$ cat config.mk
export PLATFORM = sky130hd
export DESIGN_NAME = dram_init_seq
export DESIGN_NICKNAME = d
export VERILOG_FILES = /design/src/rtl/dram_init_pkg.sv /design/src/rtl/dram_init_ctrl.sv /design/src/rtl/dram_init_dp.sv /design/src/rtl/dram_init_seq.sv
export SDC_FILE = /design/constraint.sdc
export NUM_CORES = 1
export LEC_CHECK = 0
export BUFFER_PORTS_ARGS = -buffer_cell sky130_fd_sc_hd__buf_4
export CAP_MARGIN = 20
export CORE_MARGIN = 2
export CORE_UTILIZATION = 34
export CTS_CLUSTER_DIAMETER = 30
export DETAILED_ROUTE_END_ITERATION = 6
export PLACE_DENSITY = 0.54
export SLEW_MARGIN = 20
export SYNTH_ARGS = -nofsm -noshare
export SYNTH_HDL_FRONTEND = slang
export SYNTH_SLANG_ARGS = --single-unit
$ cat constraint.sdc
create_clock -name clk -period 3.75 [get_ports clk]
set_input_delay 0.375 -clock clk [delete_from_list [all_inputs] [get_ports clk]]
set_output_delay 0.375 -clock clk [all_outputs]
set_load 0.02 [all_outputs]
$ cat src/rtl/dram_init_pkg.sv
package dram_init_pkg;

  localparam logic [2:0] CMD_NOP  = 3'd0;
  localparam logic [2:0] CMD_MRS  = 3'd1;
  localparam logic [2:0] CMD_ZQCL = 3'd2;

  localparam int NUM_MR   = 4;
  localparam int NUM_CMDS = NUM_MR + 1;
  localparam int ZQ_LONG_BIT = 10;

  typedef enum logic [2:0] {
    SEL_HOLD,
    SEL_CKE,
    SEL_MRD,
    SEL_ZQ,
    SEL_ZERO
  } cntSel_e;

  typedef enum logic [2:0] {
    ST_IDLE,
    ST_DLL,
    ST_RSTHOLD,
    ST_CKEWAIT,
    ST_GAP,
    ST_ISSUE,
    ST_DONE
  } seqState_e;

  typedef struct packed {
    logic    startSeq;
    logic    sampleCfg;
    logic    captureLock;
    logic    leaveDll;
    logic    loadCnt;
    cntSel_e cntSel;
    logic    decCnt;
    logic    releaseReset;
    logic    raiseCke;
    logic    issue;
    logic [2:0] issueIdx;
    logic    finish;
  } seqStrobe_t;

endpackage

$ cat src/rtl/dram_init_ctrl.sv
module dram_init_ctrl
  import dram_init_pkg::*;
(
  input  logic       clk,
  input  logic       rstN,
  input  logic       startBit,
  input  logic       bypassDll,
  input  logic       dllLockAck,
  input  logic       cntZero,
  output seqStrobe_t strobe
);

  seqState_e state, stateNext;
  logic       startPrev;
  logic [2:0] cmdIdx, cmdIdxNext;
  logic       startEdge;

  assign startEdge = startBit & ~startPrev;

  always_ff @(posedge clk or negedge rstN) begin
    if (!rstN) begin
      state     <= ST_IDLE;
      startPrev <= 1'b0;
      cmdIdx    <= '0;
    end else begin
      state     <= stateNext;
      startPrev <= startBit;
      cmdIdx    <= cmdIdxNext;
    end
  end

  always_comb begin
    strobe     = '0;
    strobe.cntSel = SEL_ZERO;
    stateNext  = state;
    cmdIdxNext = cmdIdx;
    unique case (state)
      ST_IDLE, ST_DONE: begin
        if (startEdge) begin
          strobe.startSeq  = 1'b1;
          strobe.sampleCfg = 1'b1;
          stateNext        = ST_DLL;
        end
      end
      ST_DLL: begin
        if (dllLockAck) begin
          strobe.captureLock = 1'b1;
          strobe.leaveDll    = 1'b1;
          strobe.loadCnt     = 1'b1;
          strobe.cntSel      = SEL_HOLD;
          stateNext          = ST_RSTHOLD;
        end else if (bypassDll) begin
          strobe.leaveDll = 1'b1;
          strobe.loadCnt  = 1'b1;
          strobe.cntSel   = SEL_HOLD;
          stateNext       = ST_RSTHOLD;
        end
      end
      ST_RSTHOLD: begin
        if (cntZero) begin
          strobe.releaseReset = 1'b1;
          strobe.loadCnt      = 1'b1;
          strobe.cntSel       = SEL_CKE;
          stateNext           = ST_CKEWAIT;
        end else begin
          strobe.decCnt = 1'b1;
        end
      end
      ST_CKEWAIT: begin
        if (cntZero) begin
          strobe.raiseCke = 1'b1;
          strobe.loadCnt  = 1'b1;
          strobe.cntSel   = SEL_ZERO;
          cmdIdxNext      = '0;
          stateNext       = ST_GAP;
        end else begin
          strobe.decCnt = 1'b1;
        end
      end
      ST_GAP: begin
        if (cntZero) begin
          if (cmdIdx == 3'(NUM_CMDS)) begin
            strobe.finish = 1'b1;
            stateNext     = ST_DONE;
          end else begin
            strobe.issue    = 1'b1;
            strobe.issueIdx = cmdIdx;
            stateNext       = ST_ISSUE;
          end
        end else begin
          strobe.decCnt = 1'b1;
        end
      end
      ST_ISSUE: begin
        strobe.loadCnt = 1'b1;
        strobe.cntSel  = (cmdIdx == 3'(NUM_CMDS - 1)) ? SEL_ZQ : SEL_MRD;
        cmdIdxNext     = cmdIdx + 3'd1;
        stateNext      = ST_GAP;
      end
      default: stateNext = ST_IDLE;
    endcase
  end

endmodule

$ cat src/rtl/dram_init_dp.sv
module dram_init_dp
  import dram_init_pkg::*;
#(
  parameter int CNT_W  = 16,
  parameter int ADDR_W = 14,
  parameter int BANK_W = 3,
  parameter int DLY_W  = 8
) (
  input  logic              clk,
  input  logic              rstN,
  input  seqStrobe_t        strobe,
  input  logic [CNT_W-1:0]  resetHoldCycles,
  input  logic [CNT_W-1:0]  ckeWaitCycles,
  input  logic [CNT_W-1:0]  tMrdCycles,
  input  logic [CNT_W-1:0]  tZqinitCycles,
  input  logic [NUM_MR-1:0][ADDR_W-1:0] mrCfg,
  input  logic              dllValueWrEn,
  input  logic [DLY_W-1:0]  dllValueWrData,
  input  logic [DLY_W-1:0]  dllLockValue,
  output logic              cntZero,
  output logic              dllLockReq,
  output logic              dllDone,
  output logic [DLY_W-1:0]  dllValue,
  output logic              initDone,
  output logic              dramResetN,
  output logic              cke,
  output logic              cmdValid,
  output logic [2:0]        cmd,
  output logic [BANK_W-1:0] bank,
  output logic [ADDR_W-1:0] addr
);

  logic [CNT_W-1:0] cnt, cntLoad;
  logic [NUM_MR-1:0][ADDR_W-1:0] mrReg;
  logic [2:0]        issueCmd;
  logic [BANK_W-1:0] issueBank;
  logic [ADDR_W-1:0] issueAddr;

  assign cntZero = (cnt == '0);

  always_comb begin
    unique case (strobe.cntSel)
      SEL_HOLD: cntLoad = resetHoldCycles;
      SEL_CKE:  cntLoad = ckeWaitCycles;
      SEL_MRD:  cntLoad = tMrdCycles;
      SEL_ZQ:   cntLoad = tZqinitCycles;
      default:  cntLoad = '0;
    endcase
  end

  always_ff @(posedge clk or negedge rstN) begin
    if (!rstN)               cnt <= '0;
    else if (strobe.loadCnt) cnt <= cntLoad;
    else if (strobe.decCnt)  cnt <= cnt - 1'b1;
  end

  // One capture register per mode register
  for (genvar g = 0; g < NUM_MR; g++) begin : gMr
    always_ff @(posedge clk or negedge rstN) begin
      if (!rstN)                 mrReg[g] <= '0;
      else if (strobe.sampleCfg) mrReg[g] <= mrCfg[g];
    end
  end

  // Issue order: MR2, MR3, MR1, MR0, then ZQCL
  always_comb begin
    issueCmd  = CMD_MRS;
    issueBank = '0;
    issueAddr = '0;
    unique case (strobe.issueIdx)
      3'd0: begin issueBank = BANK_W'(2); issueAddr = mrReg[2]; end
      3'd1: begin issueBank = BANK_W'(3); issueAddr = mrReg[3]; end
      3'd2: begin issueBank = BANK_W'(1); issueAddr = mrReg[1]; end
      3'd3: begin issueBank = BANK_W'(0); issueAddr = mrReg[0]; end
      default: begin
        issueCmd  = CMD_ZQCL;
        issueAddr = ADDR_W'(1) << ZQ_LONG_BIT;
      end
    endcase
  end

  always_ff @(posedge clk or negedge rstN) begin
    if (!rstN) begin
      cmdValid <= 1'b0;
      cmd      <= CMD_NOP;
      bank     <= '0;
      addr     <= '0;
    end else if (strobe.issue) begin
      cmdValid <= 1'b1;
      cmd      <= issueCmd;
      bank     <= issueBank;
      addr     <= issueAddr;
    end else begin
      cmdValid <= 1'b0;
      cmd      <= CMD_NOP;
      bank     <= '0;
      addr     <= '0;
    end
  end

  always_ff @(posedge clk or negedge rstN) begin
    if (!rstN) begin
      dllLockReq <= 1'b0;
      dllDone    <= 1'b0;
      initDone   <= 1'b0;
      dramResetN <= 1'b0;
      cke        <= 1'b0;
    end else begin
      if (strobe.startSeq) begin
        dllLockReq <= 1'b1;
        dllDone    <= 1'b0;
        initDone   <= 1'b0;
        dramResetN <= 1'b0;
        cke        <= 1'b0;
      end
      if (strobe.leaveDll)     dllLockReq <= 1'b0;
      if (strobe.captureLock)  dllDone    <= 1'b1;
      if (strobe.releaseReset) dramResetN <= 1'b1;
      if (strobe.raiseCke)     cke        <= 1'b1;
      if (strobe.finish)       initDone   <= 1'b1;
    end
  end

  always_ff @(posedge clk or negedge rstN) begin
    if (!rstN)                   dllValue <= '0;
    else if (strobe.captureLock) dllValue <= dllLockValue;
    else if (dllValueWrEn)       dllValue <= dllValueWrData;
  end

endmodule

$ cat src/rtl/dram_init_seq.sv
module dram_init_seq
  import dram_init_pkg::*;
#(
  parameter int CNT_W  = 16,
  parameter int ADDR_W = 14,
  parameter int BANK_W = 3,
  parameter int DLY_W  = 8
) (
  input  logic              clk,
  input  logic              rstN,
  input  logic              startBit,
  input  logic              bypassDll,
  input  logic              dllValueWrEn,
  input  logic [DLY_W-1:0]  dllValueWrData,
  input  logic [CNT_W-1:0]  resetHoldCycles,
  input  logic [CNT_W-1:0]  ckeWaitCycles,
  input  logic [CNT_W-1:0]  tMrdCycles,
  input  logic [CNT_W-1:0]  tZqinitCycles,
  input  logic [ADDR_W-1:0] mr0Cfg,
  input  logic [ADDR_W-1:0] mr1Cfg,
  input  logic [ADDR_W-1:0] mr2Cfg,
  input  logic [ADDR_W-1:0] mr3Cfg,
  input  logic              dllLockAck,
  input  logic [DLY_W-1:0]  dllLockValue,
  output logic              dllLockReq,
  output logic              dllDone,
  output logic [DLY_W-1:0]  dllValue,
  output logic              initDone,
  output logic              dramResetN,
  output logic              cke,
  output logic              cmdValid,
  output logic [2:0]        cmd,
  output logic [BANK_W-1:0] bank,
  output logic [ADDR_W-1:0] addr
);

  seqStrobe_t strobe;
  logic       cntZero;
  logic [NUM_MR-1:0][ADDR_W-1:0] mrCfg;

  assign mrCfg = {mr3Cfg, mr2Cfg, mr1Cfg, mr0Cfg};

  dram_init_ctrl uCtrl (
    .clk        (clk),
    .rstN       (rstN),
    .startBit   (startBit),
    .bypassDll  (bypassDll),
    .dllLockAck (dllLockAck),
    .cntZero    (cntZero),
    .strobe     (strobe)
  );

  dram_init_dp #(
    .CNT_W  (CNT_W),
    .ADDR_W (ADDR_W),
    .BANK_W (BANK_W),
    .DLY_W  (DLY_W)
  ) uDp (
    .clk             (clk),
    .rstN            (rstN),
    .strobe          (strobe),
    .resetHoldCycles (resetHoldCycles),
    .ckeWaitCycles   (ckeWaitCycles),
    .tMrdCycles      (tMrdCycles),
    .tZqinitCycles   (tZqinitCycles),
    .mrCfg           (mrCfg),
    .dllValueWrEn    (dllValueWrEn),
    .dllValueWrData  (dllValueWrData),
    .dllLockValue    (dllLockValue),
    .cntZero         (cntZero),
    .dllLockReq      (dllLockReq),
    .dllDone         (dllDone),
    .dllValue        (dllValue),
    .initDone        (initDone),
    .dramResetN      (dramResetN),
    .cke             (cke),
    .cmdValid        (cmdValid),
    .cmd             (cmd),
    .bank            (bank),
    .addr            (addr)
  );

endmodule

-- Word-level counts from Yosys, hierarchy flattened
Index checks and enable logic that the tools add are counted.
- muxes and demuxes: 48
- reduce and logical (&&, ||, !) cells: 17
- $add $sub $neg: 2
- equality and inequality tests: 19
- bitwise operators: 2
- operator list (cell ; number):
    $pmux W16 S4 ; 1
    $pmux W14 S4 ; 1
    $mux W16 ; 2
    $mux W3 ; 7
    $mux W5 ; 4
    $eq A3 B2 Y1 const B ; 6
    $pmux W3 S6 ; 1
    $logic_not A16 Y1 ; 1
    $mux W1 ; 16
    $mux W8 ; 2
    $pmux W4 S4 ; 1
    $reduce_bool A2 Y1 ; 8
    $sub A16 B1 Y16 const B ; 1
    $eq A3 B3 Y1 const B ; 5
    $mux W14 ; 1
    $mux W2 ; 7
    $mux W4 ; 3
    $eq A3 B1 Y1 const B ; 3
    $logic_not A3 Y1 ; 3
    $ne A2 B2 Y1 const B ; 3
    $pmux W2 S3 ; 1
    $pmux W3 S2 ; 1
    $reduce_and A5 Y1 ; 1
    $reduce_or A4 Y1 ; 1
    8 further kinds ; 8
- output and inout bits: 34
- input bits: 142
- bits in registers: 111
- logic and storage cells: 106

-- Longest topological paths before layout
- depth after elaboration: 8
- mapped depth: 10
- depth with buffers taken out: 7

-- Modules after synthesis
A second synthesis with hierarchy kept.
- cell total of the unflattened synthesis: 449
- area, all modules: 5435.2 µm²
- by module, submodules not included (module ; cells each ; area an instance (µm²) ; instances ; seq. area each (µm²)):
    dram_init_dp ; 378 ; 4859.7 ; 1 ; 2602.5
    dram_init_ctrl ; 71 ; 575.6 ; 1 ; 175.2

-- Worst setup path before layout
OpenSTA, ideal clock, no wires.
- path type: register -> register
- from: reg uCtrl.cmdIdx[0]
- to: reg uDp.cnt[6]
- period minus slack after synthesis: 3293 ps
- path buffers: 3
- setup time: 145 ps
- data required time: 3605 ps
- stages on the path, launching flop included: 11
- data arrival time: 3148 ps
- slack: 457 ps
- cell sequence: dfrtp_1 > clkbuf_1 > buf_1 > inv_1 > ha_1 > nand2_1 > clkbuf_1 > mux2i_1 > o2bb2ai_1 > a2111oi_0 > a211oi_2
- cells in the longest elaborated chain, start to end: 6
- elaborated cells on any way between the ends: 9
- classes of those cells: eq/ne (4); mux (4); reduce/logical (1)
- ends and longest elaborated chain (what ; line ; text):
    start, declared ; dram_init_ctrl.sv:15 ; logic [2:0] cmdIdx, cmdIdxNext;
    start signal, assigned ; dram_init_ctrl.sv:28 ; cmdIdx <= cmdIdxNext;
    $eq A3 B3 Y1 (*) ; dram_init_ctrl.sv:96 ; strobe.cntSel = (cmdIdx == 3'(NUM_CMDS - 1)) ? SEL_ZQ : SEL_MRD;
    $mux W1 (*) ; dram_init_ctrl.sv:96 ;
    $pmux W4 S4 (*) ; dram_init_ctrl.sv:37 ; unique case (state)
    $eq A3 B2 Y1 (tied with other cells) ; dram_init_dp.sv:42 ; unique case (strobe.cntSel)
    $pmux W16 S4 (*) ; dram_init_dp.sv:42 ;
    $mux W16 (*) ; dram_init_dp.sv:53 ; else if (strobe.loadCnt) cnt <= cntLoad;
    end signal, assigned ; dram_init_dp.sv:53 ;
    end signal, assigned ; dram_init_dp.sv:54 ; else if (strobe.decCnt) cnt <= cnt - 1'b1;
    end, declared ; dram_init_dp.sv:33 ; logic [CNT_W-1:0] cnt, cntLoad;
Mark *: on every way between the ends. The rest lies on a longest branch, timed or not.
A chain may end at the register's enable or synchronous reset.

-- Worst setup path after layout
- from: reg uDp.cnt[10]
- to: reg uDp.cnt[15]
- cells in the longest elaborated chain, start to end: 6
- elaborated cells on any way between the ends: 15
- classes of those cells: add/sub (1); eq/ne (3); mux (8); reduce/logical (3)
- ends and longest elaborated chain (what ; line ; text):
    $logic_not A16 Y1 ; dram_init_dp.sv:39 ; assign cntZero = (cnt == '0);
    $mux W4 ; dram_init_ctrl.sv:60 ; if (cntZero) begin
    $pmux W4 S4 ; dram_init_ctrl.sv:37 ;
    $eq A3 B2 Y1 (tied with other cells) ; dram_init_dp.sv:42 ;
    $pmux W16 S4 ; dram_init_dp.sv:42 ;
    $mux W16 ; dram_init_dp.sv:53 ;
Several ways; a longest one is shown, not always the timed one. The select of a mux whose other input is x is not followed.

==> results.txt <==
status: complete, no violations
placed cells: 859
critical path arrival: 3.24 ns
Post-route DRC: 0
setup total negative slack: 0 ns
pre-CTS WS: 0.824 ns
critical path depth in cells: 6
Placer Congestion: 0.867
Crit path max-delay family: simple AND/OR/NAND/NOR gates
GRT busiest layer: met2
grt met1 use: 22.1%
final WL: 16.2 mm
Power Density: 597 nW/um^2
Post-synth EDFFs: 0
vias in the first global route: 4880
Post CTS Setup Buffer Count: 0
die span in x: 135 um
Mapped Cells: 487
largest cells by area after synthesis: dfrtp_1 48%, mux2_2 11%, mux4_2 5.4%, mux2i_1 4.0%, a211oi_2 2.6%
ANT cells: 0
htree depth: 3
full die area: 18100 sq um
worst reg2reg path depth: 6
worst slew pin tran: 0.888 ns
crit path launch type: flip-flop
deepest clock path buffer count: 2
worst rel slew slack: 40.5%
Required @ worst endpoint: 4.03 ns
area fraction of the dominant cell type after synthesis: 47.9%
Buffers on Ports: 173
first-pass GRT wire length: 26.2 mm
1st-iter DRT viols: 157
Max FO, Critical Path: 16
Synth-to-Final Area Change: 31.7%
cell taking the most area after synthesis: dfrtp_1
hold buffer count at CTS: 0
Avg Vias per Cell: 5.29
Hold WS: 0.0615 ns
met2 usage in global routing: 31.2%
clock-pin transition on the worst setup and hold timing paths: 0.08 ns
Detail Route Antenna Nets: 0
layout cell share with drive strength beyond 1: 44.1%
endpoints failing setup: 0
critical path's slowest cell: or4b_1
post-CTS sizing: 0
synthesized area: 5790 sq um
RSZ-0062 raised after global routing: no
largest net degree at the start of global routing: 112
# Max-Cap Violations: 0
clock sinks: 111
GRT Util Overall: 18.5%
Finished Layout Cells: 875
critical path cell sequence: or4_4, or4b_1, nor3_4, buf_4, a2111oi_1, a211oi_2
crit share post-route: 79.0%
CTS root buffer: clkbuf_16
mean post-synth cell area: 11.9 sq um
Pleak: 3.53 nW
global routing usage on met3: 7.28%
detailed placement HPWL: 11.7 mm
critical path class: flip-flop to flip-flop
drt wl/cell: 18.5 um
total CTS buffers: 9
Final min period: 2.96 ns
Final Max Slew Viols: 0
Worst Hold Class: input port to asynchronous set/reset pin
Peak Freq: 0.338 GHz
setup ws final: 0.789 ns
grt ovf: 0
most instantiated cells after synthesis: 111 x dfrtp_1, 56 x mux2_2, 23 x mux2i_1
Site Rows: 47
Core ar.: 16600 sq um
Netlist cell types: 54
Top-Level Pins: 176
CP Capture Type: flip-flop
register area share after synthesis: 47.9%
top-count cell post-synth: dfrtp_1
Pre-Repair DR Iteration Count: 4
initial antenna violation count: 0
Hold Vio Cnt, Final: 0
vias post-DR: 4627
Clock Skew: 0.0105 ns
ys flop type: dfrtp_1
worst-skew pair later-pin latency: 0.36 ns
Initial Utilization: 34.8%
VDD IR-drop max: 285 uV
Async S/R FF share, synth: 100%
die height: 135 um
register bit count reported by yosys: 111
Syn. warnings: 0
clock tree from TritonCTS: done
CP max stage delay: 0.67 ns
Total Nets Final: 797
Buf/Inv on CP: 1
==> stage by stage <==
step	cell area [sq um]	total power, mW	utilization, %
global route	7630	4.87	45.9
CTS	7630	4.60	45.9
detailed placement	7320	3.58	44.0
floorplan	5800	3.04	-
global placement	7320	3.52	44.0
finish	7630	4.55	45.9
==> kinds of logic after synthesis <==
group | share of synthesized area, %
AND/OR/NAND/NOR | 11.9
AO/OA/AOI/OAI | 15.1
flip-flops | 47.9
multiplexers | 20.3
buffers and inverters | 3.37
adder cells (fa/ha/maj) | 1.08
other | 0.0647
XOR/XNOR | 0.151
==> flip-flops by register name, indices dropped and copies added (netlist names) <==
name and count:
uDp.mrReg 56, uDp.cnt 16, uDp.addr 14, uDp.dllValue 8, uCtrl.cmdIdx 3, uCtrl.state 3, uDp.bank 2, uDp.cmd 2
uCtrl.startPrev 1, uDp.cke 1, uDp.cmdValid 1, uDp.dllDone 1, uDp.dllLockReq 1, uDp.dramResetN 1, uDp.initDone 1
==> area by class of cell <==
type	instances	area [sq um]
clock buffers	11	253
clock inverters	5	57.6
fillers	1613	9010
inverters	11	41.3
multi-input cells	333	2830
flip-flops and latches	111	2780
well taps	220	275
repair buffers	184	1390
==> placed cells by master (no fill, tap or decap), types with 3 or more instances in the layout <==
master | Yosys | routed
nor2_1 | 13 | 13
a2111oi_1 | 8 | 8
ha_1 | 5 | 5
nor3_1 | 20 | 19
buf_4 | 3 | 183
inv_8 | 0 | 3
nor4_1 | 6 | 6
a21o_1 | 3 | 3
nand2b_1 | 7 | 7
nand2_1 | 19 | 19
dfrtp_1 | 111 | 111
o21ai_0 | 18 | 18
o2bb2ai_1 | 14 | 14
a22oi_1 | 4 | 4
inv_1 | 11 | 11
nor3b_1 | 5 | 4
a21oi_1 | 22 | 22
nor2b_1 | 17 | 17
mux2i_1 | 23 | 23
nand3_1 | 14 | 14
clkbuf_16 | 0 | 9
a211oi_2 | 12 | 12
mux4_2 | 14 | 14
a2111oi_0 | 4 | 4
mux2_2 | 56 | 56
a311o_1 | 8 | 8
==> per-layer routing <==
| metal | wire [um] | vias up |
|---|---|---|
| met5 | 0 | - |
| met3 | 1390 | 23 |
| met1 | 6650 | 2275 |
| li1 | - | 2179 |
| met2 | 7840 | 150 |
| met4 | 274 | 0 |
==> power breakdown <==
part,leakage [nW],total (mW),switching [mW],internal [mW]
logic,1.98,1.59,0.725,0.864
clock network,0.150,1.00,0.493,0.508
registers,1.40,1.96,0.341,1.62
==> path summary, 6_finish.rpt <==
path	start	end	slack, ns
worst max-delay path	uDp.cnt[10]	uDp.cnt[15]	0.79
worst min-delay path	rstN	uDp.cnt[13]	0.06
worst max register to register	uDp.cnt[10]	uDp.cnt[15]	0.79
worst min register to register	uDp.initDone	uDp.initDone	0.49
max in group asynchronous	rstN	uDp.cnt[0]	3.19
min in group clk	startBit	uCtrl.startPrev	0.13
(Power assumes the default switching activity.)
